**src/rtl/opnd_resolver.sv**
```systemverilog
module opnd_resolver #(
  parameter int W    = 16,
  parameter int OPW  = 12,
  parameter int NREG = 8
) (
  input  logic                     clk,
  input  logic                     rst_n,
  input  logic                     start,
  input  logic [2:0]               mode,
  input  logic [OPW-1:0]           operand,
  input  logic [$clog2(NREG)-1:0]  reg_sel,
  input  logic                     autoinc,
  input  logic [W-1:0]             pc,
  input  logic [W-1:0]             index_val,
  input  logic                     rf_we,
  input  logic [$clog2(NREG)-1:0]  rf_waddr,
  input  logic [W-1:0]             rf_wdata,
  output logic                     mem_req,
  output logic [W-1:0]             mem_addr,
  input  logic                     mem_gnt,
  input  logic                     mem_rvalid,
  input  logic [W-1:0]             mem_rdata,
  output logic                     idle,
  output logic                     done,
  output logic [W-1:0]             result,
  output logic [1:0]               acc_cnt,
  output logic                     is_target,
  output logic                     illegal
);
  localparam int RIW = $clog2(NREG);

  localparam logic [2:0] M_IMM  = 3'd0;
  localparam logic [2:0] M_DIR  = 3'd1;
  localparam logic [2:0] M_IND  = 3'd2;
  localparam logic [2:0] M_REG  = 3'd3;
  localparam logic [2:0] M_RIND = 3'd4;
  localparam logic [2:0] M_REL  = 3'd5;
  localparam logic [2:0] M_IDX  = 3'd6;

  typedef enum logic [1:0] {S_IDLE, S_REQ, S_RSP, S_FIN} st_t;

  st_t            st;
  logic           chase_q, ai_q, tgt_q, bad_q;
  logic [RIW-1:0] rsel_q;
  logic [W-1:0]   addr_q, res_q;
  logic [1:0]     cnt_q;
  logic [W-1:0]   regs [NREG];

  wire [W-1:0] op_z     = {{(W-OPW){1'b0}}, operand};
  wire [W-1:0] op_s     = {{(W-OPW){operand[OPW-1]}}, operand};
  wire [W-1:0] rsel_val = regs[reg_sel];
  wire         rsp_ok   = (st == S_RSP) && mem_rvalid;

  assign mem_req   = (st == S_REQ);
  assign mem_addr  = addr_q;
  assign idle      = (st == S_IDLE);
  assign done      = (st == S_FIN);
  assign result    = res_q;
  assign acc_cnt   = cnt_q;
  assign is_target = tgt_q;
  assign illegal   = bad_q;

  always_ff @(posedge clk) begin
    if (!rst_n) begin
      st      <= S_IDLE;
      chase_q <= 1'b0;
      ai_q    <= 1'b0;
      tgt_q   <= 1'b0;
      bad_q   <= 1'b0;
      rsel_q  <= '0;
      addr_q  <= '0;
      res_q   <= '0;
      cnt_q   <= '0;
    end else begin
      case (st)
        S_IDLE: if (start) begin
          cnt_q   <= '0;
          tgt_q   <= 1'b0;
          bad_q   <= 1'b0;
          rsel_q  <= reg_sel;
          ai_q    <= autoinc && (mode == M_RIND);
          chase_q <= (mode == M_IND);
          case (mode)
            M_IMM:        begin res_q <= op_z;        st <= S_FIN; end
            M_REG:        begin res_q <= rsel_val;    st <= S_FIN; end
            M_REL:        begin res_q <= pc + op_s; tgt_q <= 1'b1; st <= S_FIN; end
            M_DIR, M_IND: begin addr_q <= op_z;       st <= S_REQ; end
            M_RIND:       begin addr_q <= rsel_val;   st <= S_REQ; end
            M_IDX:        begin addr_q <= op_z + index_val; st <= S_REQ; end
            default:      begin res_q <= '0; bad_q <= 1'b1; st <= S_FIN; end
          endcase
        end
        S_REQ: if (mem_gnt) st <= S_RSP;
        S_RSP: if (mem_rvalid) begin
          cnt_q <= cnt_q + 2'd1;
          if (chase_q) begin
            chase_q <= 1'b0;
            addr_q  <= mem_rdata;
            st      <= S_REQ;
          end else begin
            res_q <= mem_rdata;
            st    <= S_FIN;
          end
        end
        default: st <= S_IDLE;
      endcase
    end
  end

  always_ff @(posedge clk) begin
    if (!rst_n) begin
      for (int i = 0; i < NREG; i++) regs[i] <= '0;
    end else begin
      if (rsp_ok && ai_q) regs[rsel_q] <= regs[rsel_q] + W'(1);
      if (rf_we) regs[rf_waddr] <= rf_wdata;
    end
  end

  p_req_hold_r10: assert property (@(posedge clk) disable iff (!rst_n)
    mem_req && !mem_gnt |=> mem_req && $stable(mem_addr));

  p_done_pulse_r11: assert property (@(posedge clk) disable iff (!rst_n)
    done |=> !done);

  p_busy_exit_r11: assert property (@(posedge clk) disable iff (!rst_n)
    !idle && !done |=> !idle);

  p_done_noreq_r11: assert property (@(posedge clk) disable iff (!rst_n)
    done |-> !mem_req);

  p_bad_nomem_r9: assert property (@(posedge clk) disable iff (!rst_n)
    done && illegal |-> acc_cnt == 2'd0 && !is_target);

  p_target_nomem_r6: assert property (@(posedge clk) disable iff (!rst_n)
    done && is_target |-> acc_cnt == 2'd0);

  p_cnt_max_r3: assert property (@(posedge clk) disable iff (!rst_n)
    done |-> acc_cnt != 2'd3);

endmodule

```
**config.mk**
```make
export PLATFORM = sky130hd
export DESIGN_NAME = opnd_resolver
export DESIGN_NICKNAME = d
export VERILOG_FILES = /design/src/rtl/opnd_resolver.sv
export SDC_FILE = /design/constraint.sdc
export NUM_CORES = 1
export LEC_CHECK = 0
export ABC_CLOCK_PERIOD_IN_PS = 6000
export CORE_MARGIN = 1
export CORE_UTILIZATION = 45
export DETAILED_ROUTE_END_ITERATION = 6
export DONT_BUFFER_PORTS = 1
export GPL_TIMING_DRIVEN = 0
export PLACE_DENSITY = 0.56
export SETUP_SLACK_MARGIN = 0.15
export SLEW_MARGIN = 40
export SYNTH_ARGS = -nofsm -noshare
export SYNTH_HDL_FRONTEND = slang
export SYNTH_SLANG_ARGS = --single-unit
```
**constraint.sdc**
```tcl
create_clock -name clk -period 6 [get_ports clk]
set_input_delay 1.5 -clock clk [delete_from_list [all_inputs] [get_ports clk]]
set_output_delay 1.5 -clock clk [all_outputs]
set_load 0.01 [all_outputs]
```
### Yosys cells after proc, flatten, opt, wreduce, memory -nomap -nowiden

Memories as Yosys holds them, arrays and structs flattened. A register that Yosys moved wholly into a read port is not among the register bits.
Cells that the tools add are included.

* output and inout bits: 39
* memories kept: 1
* RAM bits: 128
* word-level logic and storage cells: 85
* flip-flop bits (word level): 43
* input bits: 92

* muxes and demuxes: 39
* add/sub/neg operators: 4
* equal/unequal tests: 16
* reductions and logical operators: 16

Memory list
* regs: words 8, bits a word 16, rd ports 2, clocked after Yosys merged registers in 1, write ports 8, line 47 `logic [W-1:0] regs [NREG];`

Operators by type and width (number)
* $mux 16: 8
* $pmux 16 s2: 2
* $pmux 16 s4: 1
* $pmux 16 s3: 1
* $reduce_or 16->1: 2
* $add 12x16->16: 1
* $add 16x1->16 const B: 1
* $add 16x16->16: 1
* $mux 2: 7
* $mux 1: 13
* $mux 3: 4
* $ne 2x2->1 const B: 5
* $reduce_and 5->1: 2
* $eq 3x3->1 const B: 3
* $reduce_or 7->1: 1
* $eq 3x2->1 const B: 2
* $pmux 2 s3: 1
* $reduce_and 3->1: 2
* $eq 2x2->1 const B: 2
* $ne 4x1->1 const B: 1
* $pmux 2 s2: 1
* $reduce_or 4->1: 1
* $eq 3x1->1 const B: 1
* $logic_and 1x1->1: 3
* 9 further kinds: 9

### Depth between registers and ports, before layout

Gate-level depths: netlist of run 1.

* word-level depth: 8
* depth in mapped cells: 10

### Least setup slack after synthesis of run 1

Ideal clock, no wire load.

* path type: input-to-reg
* start: in operand[0]
* end: reg res_q[12] (netlist: result[12])
* buffers on the path: 0
* required time: 5.878 ns
* arrival: 3.397 ns
* setup slack: 2.481 ns
* library setup time: 0.122 ns
* stages on the path: 9
* cell sequence: ha_1 fa_1 a211oi_1 o21ai_0 a21o_1 a21o_1 o31ai_1 xnor2_1 o2bb2ai_1

* longest elaborated chain between the ends: 4

Ends and longest elaborated chain
* from (decl): line 10 `input logic [OPW-1:0] operand,`
* $add 16x16->16: line 86 `M_REL: begin res_q <= pc + op_s; tgt_q <= 1'b1; st <= S_FIN; end`
* $pmux 16 s4: line 83 `case (mode)`
* $mux 16: line 76 `S_IDLE: if (start) begin`
* $pmux 16 s2: line 75 `case (st)`
* to (signal assigned): line 101 `res_q <= mem_rdata;`
* to (decl): line 45 `logic [W-1:0] addr_q, res_q;`

Every way passes these cells. The select of a mux whose other input is x is not followed.
A chain may end at the register's enable or synchronous reset.

==> metrics.cfg, run 1 <==
[power_and_ir_drop]
leakagePower_nw = 4.33
p_sw_share_pct = 32.0
cellPowerDensity_nw_per_um2 = 257
seqPwrFrac_pct = 43.8
ir_drop_uv = 207
clkPwrFrac_pct = 35.6
netSwitchingPower_mw = 1.05
p_comb_share_pct = 20.6
internal_power_mw = 2.23

[setup_path]
cp.buffers_inverters = 4
r2r_slack_ns = 2.53
startpoint = rf_waddr[2]
reg2reg_to = regs[3][10]
cp_top_family = buffers and inverters
slowest_delay_ns = 0.65
crit_arrival_ns = 4.31
crit_path_top_delay_cell = clkbuf_1
worstSetupStartpointType = input port
ff2ff_path_depth = 10
crit_required_ns = 6.16
crit_type = in2reg
critPathCaptureType = register
cp_max_fo = 10
path_cells = or3b_2 > nor2_1 > clkbuf_1 > clkbuf_1 > nand3b_1 > buf_6 > buf_6

[drt]
wl_per_cell_um = 27.7
routed_wirelength_um = 40600
vias_per_cell = 6.56
num_vias = 9618
drc = 0
drt-initial-drc-count = 862
drt.antenna.violating_nets = 0
dr.pass1.iters = 5

[synth]
synth.cell_area_um2 = 11500
synth.distinct_cells = 76
synth_mux_area_share_pct = 15.9
synth_compound_area_share_pct = 20.9
synthCells = 1087
synth_nets = 1209
async_reset_ff_share_pct = 0
synth_top_family_by_area = compound AO/OA/AOI/OAI gates
synth_ff_type = edfxtp_1
yosysWarnings = 0
synth-edff-count = 128
synth.yosys.seq_area_share_pct = 41.4
yosys.area_share.simple_pct = 12.4
synth_fa_ha_area_share_pct = 3.39
synth_xor_area_share_pct = 2.55
avgSynthCellArea_um2 = 10.6
synth-seq-cells = 174

[die]
dieArea_um2 = 26200
io_pins = 131
die_x_um = 162
rows = 58
core_um2 = 25200
die_h_um = 162
start_util_pct = 45.8

[worst_hold_path]
hold_path_startpoint = ai_q
hold_path_class = reg2reg
hold_depth = 2
hold_path_end = ai_q

[flow_run]
drv_cap = 0

[clocking]
cts_resized = 0
clock-sinks = 174
clkTransAtPathRegs_ns = 0.08
cts_tree = yes
htree_levels = 4
clk_latency_ns = 0.44
postCtsHoldBufs = 0
cts_buffers = 17
root_buffer = clkbuf_16
clockBufferDepth = 2
post_cts_buffers = 0

[global_routing]
overflow = 0
grt_util_all_layers_pct = 31.4
grt_pass1_wl_um = 60000
antenna_found_initial = 0
grt_max_degree = 19
grt_pass1_vias = 9622

[finish]
n_fill_cell = 2329
area_delta_synth_final_pct = 10.5
nets = 1246
stdcell_count = 1467
antenna_cells = 0
drive_gt1_share_pct = 14.1

[placement]
dp_cells = 1433
place_hpwl_um = 30000
place_congestion = 0.925
port_buffers = 0

[timing]
slew_headroom_pct = 39.6
finalSetupTns_ns = 0
rsz0062_at_grt = no
worst_clock_skew_ns = 0.0168
setup_violations = 0
fin_crit_ns = 4.15
slew_viol_final = 0
hold_viol = 0
fmax_ghz = 0.241
period_share_pct = 69.2
worst_pin_slew_ns = 0.906

[run_status]
outcome = complete, no violations

worst max path at each step:
stage | to | cells past startpoint | slack (ns)
2_1_floorplan | result[12] | 9 | 2.48
3_3_place_gp | regs[1][6] | 5 | 1.27
3_5_place_dp | regs[0][6] | 7 | 1.51
4_1_cts | regs[0][0] | 7 | 1.96
5_1_grt | regs[0][0] | 7 | 1.87
6_report | regs[0][1] | 7 | 1.85
worst reg2reg max path, stage by stage, from the launching register on:
cell      delay (ns)
dfxtp_1         0.31
buf_4           0.22
buf_4           0.28
buf_4           0.30
mux2_2          0.34
ha_1            0.20
a21boi_2        0.29
and3_1          0.39
nand2_1         0.12
xnor2_1         0.53
o21ai_0         0.21
stage by stage:
stage               utilization (%)  area, um2  hold WS [ns]  power, mW  setup WS, ns
global route                   50.6      12700         0.535       3.39          1.87
finish                         50.6      12700         0.479       3.28          1.85
detailed placement             48.1      12100         0.471       2.13          1.51
global placement               47.4      11900         0.455       2.11          1.27
floorplan                         -      11500         0.441       1.92          2.48
CTS                            50.5      12700         0.480       3.27          1.96
cell usage in the layout, fill, tap and decap left out, types with 10 or more instances in the layout:
cell type	count
clkbuf_16	17
nand3_1	16
a22o_1	81
dfxtp_1	46
a211oi_1	12
a31oi_1	14
nor2_1	60
o31ai_1	13
mux4_2	55
xnor2_1	14
buf_6	12
nand3b_1	13
inv_1	10
buf_1	20
nor2b_1	12
clkbuf_1	47
a21oi_1	54
o211ai_1	13
nand2_1	129
ha_1	28
edfxtp_1	128
nor3_1	14
o21ai_0	104
buf_4	11
mux2i_1	26
cell families after synthesis:
kind of cell,Yosys count
DFF,174
AOI/OAI and AO/OA,359
adders and majority gates,30
muxes,98
xor gates and xnor gates,28
and+or+nand+nor,304
buffers and inverters,94
per-layer routing:
metal | vias to the layer above | track usage (%) | wire length (um)
met5 | - | 0 | 0
li1 | 4309 | - | -
met4 | 0 | 10.7 | 1130
met1 | 4729 | 38.2 | 15900
met3 | 89 | 7.02 | 3530
met2 | 491 | 54.8 | 20000
area by class of cell:
cell class                      instances  area [um2]  area share [%]
Buffer                                 83         373            2.93
Clock buffer                           17         425            3.34
Clock inverter                         15         170            1.34
Inverter                               11        41.3           0.324
Multi-Input combinational cell        819        6370            50.0
Sequential cell                       174        4760            37.4
Tap cell                              330         413            3.24
Timing Repair Buffer                   18         176            1.39
power groups by stage:
stage / Clock (mW) / Combinational (mW) / Sequential (mW)
finish: 1.17 / 0.676 / 1.43
global placement: 0 / 0.649 / 1.46
CTS: 1.17 / 0.670 / 1.43
detailed placement: 0 / 0.666 / 1.46
global route: 1.21 / 0.732 / 1.44
floorplan: 0 / 0.481 / 1.44
synth_stat cells, drive strengths merged, types with 17 or more instances:
master,instances,area [um2]
edfxtp,128,3840
buf,33,180
nand2,129,484
a21oi,54,270
nor2,69,262
mux2i,29,302
clkbuf,50,188
ha,28,350
mux4,64,1480
dfxtp,46,921
xnor2,17,183
o21ai,112,561
a22o,81,709
registers in the layout, indices dropped and copies added (netlist names), named ones only:
register   cells
acc_cnt        2
ai_q           1
chase_q        1
illegal        1
is_target      1
mem_addr      16
regs         128
result        16
rsel_q         3
st             2
No activity file was read; power rests on OpenSTA's default activity.
==> inputs of run 2 (changes only) <==
- ABC_AREA: unset -> 1
- ABC_CLOCK_PERIOD_IN_PS: 6000 -> 3400
- PLACE_DENSITY: 0.56 -> 0.58
- clock period: 6 -> 3.4 ns (I/O delays scaled with it)
==> metrics.cfg, run 2 <==
[synth]
synth_most_common_cell = nand2_1
synth_nets = 2087
synth_ff_type = edfxtp_1
yosysTopAreaCell = edfxtp_1
synth_top_area_share_pct = 30.0
synth-seq-cells = 174
synth.yosys.seq_area_share_pct = 37.1
synth.cell_area_um2 = 12800
synthTopCellsByCount = 689 x nand2_1, 235 x inv_1, 175 x nand3_1, 148 x nor2_1, 138 x o21ai_0
synth_area_leaders = edfxtp_1 30%, nand2_1 20%, dfxtp_1 7.2%, inv_1 6.9%, nand3_1 6.8%
synthCells = 1965
synth-edff-count = 128
synth.distinct_cells = 43
yosysWarnings = 0
avgSynthCellArea_um2 = 6.53
async_reset_ff_share_pct = 0

[clocking]
clk_latency_ns = 0.45
clock-sinks = 174
clockBufferDepth = 2
cts_tree = yes
root_buffer = clkbuf_16
postCtsHoldBufs = 0
cts_buffers = 17
htree_levels = 4
clkTransAtPathRegs_ns = 0.07

[timing]
worst_clock_skew_ns = 0.0200
layout_setup_ws_ns = 0.121
period_share_pct = 96.4
setup_violations = 0
hold_viol = 0
rsz0062_at_grt = no
worst_pin_slew_ns = 0.865
slew_headroom_pct = 42.3
fmax_ghz = 0.305
slew_viol_final = 0
fin_crit_ns = 3.28

[placement]
place_congestion = 1.03
port_buffers = 0
pre_cts_ws_ns = -0.310
place_hpwl_um = 40300

[die]
core_um2 = 27900
start_util_pct = 45.9
dieArea_um2 = 29200
die_x_um = 171
rows = 61
die_h_um = 171
io_pins = 131

[finish]
drive_gt1_share_pct = 6.90
top_register = regs
n_fill_cell = 2959
final_common_cell = nand2_1
final_cell_mix = 688 x nand2_1, 235 x inv_1, 172 x nand3_1
largest_reg_flops = 128
area_delta_synth_final_pct = 9.73
antenna_cells = 0
nets = 2124

[global_routing]
grt_util_all_layers_pct = 36.8
grt.busiest_layer = met2
globalRouteMet3Util_pct = 6.85
antenna_found_initial = 0
use_met2_pct = 60.7
grt_pass1_wl_um = 77300
grt_pass1_vias = 12500
grt_max_degree = 18
use_met1_pct = 47.6
overflow = 0

[drt]
drc = 0
wl_per_cell_um = 22.4
vias_per_cell = 5.71
routed_wirelength_um = 53500
drt.antenna.violating_nets = 0
dr.pass1.iters = 6
num_vias = 13700
drt-initial-drc-count = 1533

[flow_run]
drv_cap = 0

[setup_path]
critPathCaptureType = register
crit_arrival_ns = 3.46
worstSetupStartpointType = input port
cp_max_fo = 10
crit_type = in2reg
crit_required_ns = 3.58

[power_and_ir_drop]
cellPowerDensity_nw_per_um2 = 486
leakagePower_nw = 6.65
ir_drop_uv = 349
p_total_mw = 6.84

[run_status]
outcome = complete, no violations

[worst_hold_path]
hold_path_class = reg2reg

==> run 2: critical path: stages <==
cell and delay (ns):
nand2_1 0.19, nor2_1 0.17, inv_1 0.15, nor2_2 0.64, clkinv_1 0.54, nand2_1 0.45, inv_2 0.24, nand3_1 0.14
nand2_1 0.09
==> run 2: routing by layer <==
layer | vias to the layer above | share of wire [%]
met5 | - | 0
met4 | 0 | 3.4
met3 | 97 | 9.3
met2 | 707 | 47
met1 | 6375 | 40
li1 | 6486 | -
==> run 2: logic make-up (layout without fill, tap and decap cells) <==
kind of cell               Yosys count  in the layout  share of synthesized area (%)
xor gates and xnor gates             5              5                          0.517
adders and majority gates           30             30                           3.04
and+or+nand+nor                   1062           1062                           33.9
AOI/OAI and AO/OA                  354            354                           15.0
buffers and inverters              340            390                           10.5
DFF                                174            174                           37.1
==> run 2: path summary, 6_finish.rpt <==
path | from | endpoint | slack (ns) | cells after the start
worst max register to register | register | regs[4][4] | 0.22 | 12
worst max-delay path | rf_we | regs[1][7] | 0.12 | 9
worst min-delay path | ai_q | ai_q | 0.48 | 2
worst min register to register | ai_q | ai_q | 0.48 | 2
==> run 2: where the power goes <==
group	switching [mW]	internal [mW]	total (mW)
combinational	1.55	0.587	2.14
sequential	0.166	2.48	2.64
clock	0.961	1.09	2.06
total	2.68	4.16	6.84
==> run 2: layout make-up <==
class,count,area [um2],area share [%]
clock buffer,20,500,3.56
tap,378,473,3.36
timing repair buffer,18,100,0.711
inverter,253,950,6.75
buffer,87,399,2.84
sequential,174,4760,33.8
clock inverter,12,105,0.747
multi-input combinational,1451,6790,48.2
==> run 2: stage by stage <==
step           hold slack (ns)  area [um2]  setup TNS, ns  utilization, %  instances
2_1_floorplan            0.446       12800              0               -       1965
3_3_place_gp             0.465       13300         -48.79            47.6       2343
3_5_place_dp             0.468       13400          -7.99            48.0       2359
4_1_cts                  0.478       14000              0            50.2       2391
5_1_grt                  0.503       14100              0            50.4       2393
6_report                 0.478       14100              0            50.4       2393
==> run 2: timing repair <==
item,4_1_cts,5_1_grt
setup endpoints to repair,16,47
buffers inserted,0,2
pin swaps,0,0
gates resized for setup,3,5
==> inputs of run 3 (changes only) <==
- CORE_UTILIZATION: 45 -> 50
- PLACE_DENSITY: 0.58 -> 0.64
==> metrics.cfg, run 3 (synthesis gave the netlist of run 2 again) <==
[die]
start_util_pct = 50.9
die_x_um = 162
io_pins = 131
dieArea_um2 = 26300
die_h_um = 162
core_um2 = 25200
rows = 58

[finish]
drive_gt1_share_pct = 6.56
final_cell_mix = 688 x nand2_1, 235 x inv_1, 172 x nand3_1
area_delta_synth_final_pct = 8.93
nets = 2120
final_common_cell = nand2_1
largest_reg_flops = 128
top_register = regs
stdcell_count = 2342

[timing]
period_share_pct = 91.1
slew_viol_final = 0
worst_pin_slew_ns = 0.820
fin_crit_ns = 3.10
finalSetupTns_ns = 0
worst_clock_skew_ns = 0.0193
hold_viol = 0
slew_headroom_pct = 45.4
setup_violations = 0
rsz0062_at_grt = no
fmax_ghz = 0.323

[drt]
drt.antenna.violating_nets = 0
dr.pass1.iters = 7
routed_wirelength_um = 49600
wl_per_cell_um = 21.2
drt-initial-drc-count = 1839
vias_per_cell = 5.85
num_vias = 13700
drc = 3

[global_routing]
grt_pass1_vias = 12200
grt_pass1_wl_um = 72800
overflow = 0
grt_util_all_layers_pct = 37.5
grt_max_degree = 20
antenna_found_initial = 1

[worst_hold_path]
hold_path_class = reg2reg

[clocking]
cts_tree = yes
clkTransAtPathRegs_ns = 0.08
clockBufferDepth = 2
cts_buffers = 17
clk_latency_ns = 0.46
root_buffer = clkbuf_16
clock-sinks = 174
htree_levels = 4

[run_status]
outcome = finished, violations left
violations = DRC

[placement]
port_buffers = 0
place_congestion = 0.967
dp_cells = 2309
place_hpwl_um = 38000

[power_and_ir_drop]
leakagePower_nw = 6.62
cellPowerDensity_nw_per_um2 = 487
ir_drop_uv = 294

[setup_path]
worstSetupStartpointType = input port
cp_top_family = buffers and inverters
path_common_cell = buf_2
critPathCaptureType = register
path_cells = nand2_1 > nor2_1 > inv_1 > nor2_4 > clkinv_1 > o211ai_1 > buf_2 > buf_2 > buf_2 > buf_2
slowest_delay_ns = 0.40
crit_type = in2reg
cp_max_fo = 10
crit_required_ns = 3.55
crit_arrival_ns = 3.24
cp.buffers_inverters = 6
crit_path_top_delay_cell = clkinv_1
r2r_slack_ns = 0.38

[flow_run]
drv_cap = 0

run 3: stage by stage:
| step | power [mW] | hold WS [ns] | setup WS (ns) | area, um2 | util [%] |
|---|---|---|---|---|---|
| global route | 7.06 | 0.490 | 0.187 | 14000 | 55.5 |
| CTS | 6.71 | 0.482 | 0.150 | 13900 | 55.3 |
| floorplan | 4.04 | 0.446 | 0.930 | 12800 | - |
| detailed placement | 4.70 | 0.470 | -0.364 | 13300 | 52.9 |
| global placement | 4.67 | 0.461 | -0.368 | 13200 | 52.6 |
| finish | 6.81 | 0.492 | 0.304 | 14000 | 55.5 |
run 3: cell type report:
type	count	area, um2
diodes	1	2.50
plain buffers	87	397
clock buffers	17	425
clock inverters	15	170
fillers	2501	11200
inverters	253	950
multi-input cells	1451	6780
flip-flops and latches	174	4760
well taps	330	413
repair buffers	14	70.1
run 3: where the power goes:
group	switching, mW	total (mW)	internal [mW]
Sequential	0.159	2.63	2.48
Clock	1.07	2.06	0.994
Combinational	1.53	2.11	0.574
run 3: timing repair:
item | 4_1_cts | 5_1_grt
hold buffers | 0 | 0
endpoints found under the setup margin | 4 | 26
cloned | 0 | 0
setup buffers | 0 | 0
pin swaps | 0 | 0
gates resized for setup | 1 | 7
run 3: metal layers:
| metal | vias up | routed length (um) | track usage, % |
|---|---|---|---|
| met5 | - | 0 | 0 |
| met1 | 6271 | 20300 | 51.1 |
| met2 | 837 | 22100 | 59.0 |
| li1 | 6472 | - | - |
| met4 | 0 | 1640 | 13.9 |
| met3 | 117 | 5450 | 7.02 |
run 3: worst register-to-register path, stage by stage, from the launching register on:
cell and delay [ns]:
dfxtp_1 0.30, buf_2 0.17, inv_1 0.24, clkbuf_4 0.33
nand3_1 0.12, nand2_1 0.17, buf_2 0.28, ha_1 0.29
nand2_1 0.13, nor2_4 0.21, nand2_1 0.17, xor2_4 0.22
nand2_1 0.08, nand2_1 0.06
run 3: final timing paths:
path	start	to	cells after the start
worst max-delay path	rf_we	regs[3][8]	10
worst min-delay path	ai_q	ai_q	2
worst max register to register	register	regs[7][8]	13
worst min register to register	ai_q	ai_q	2
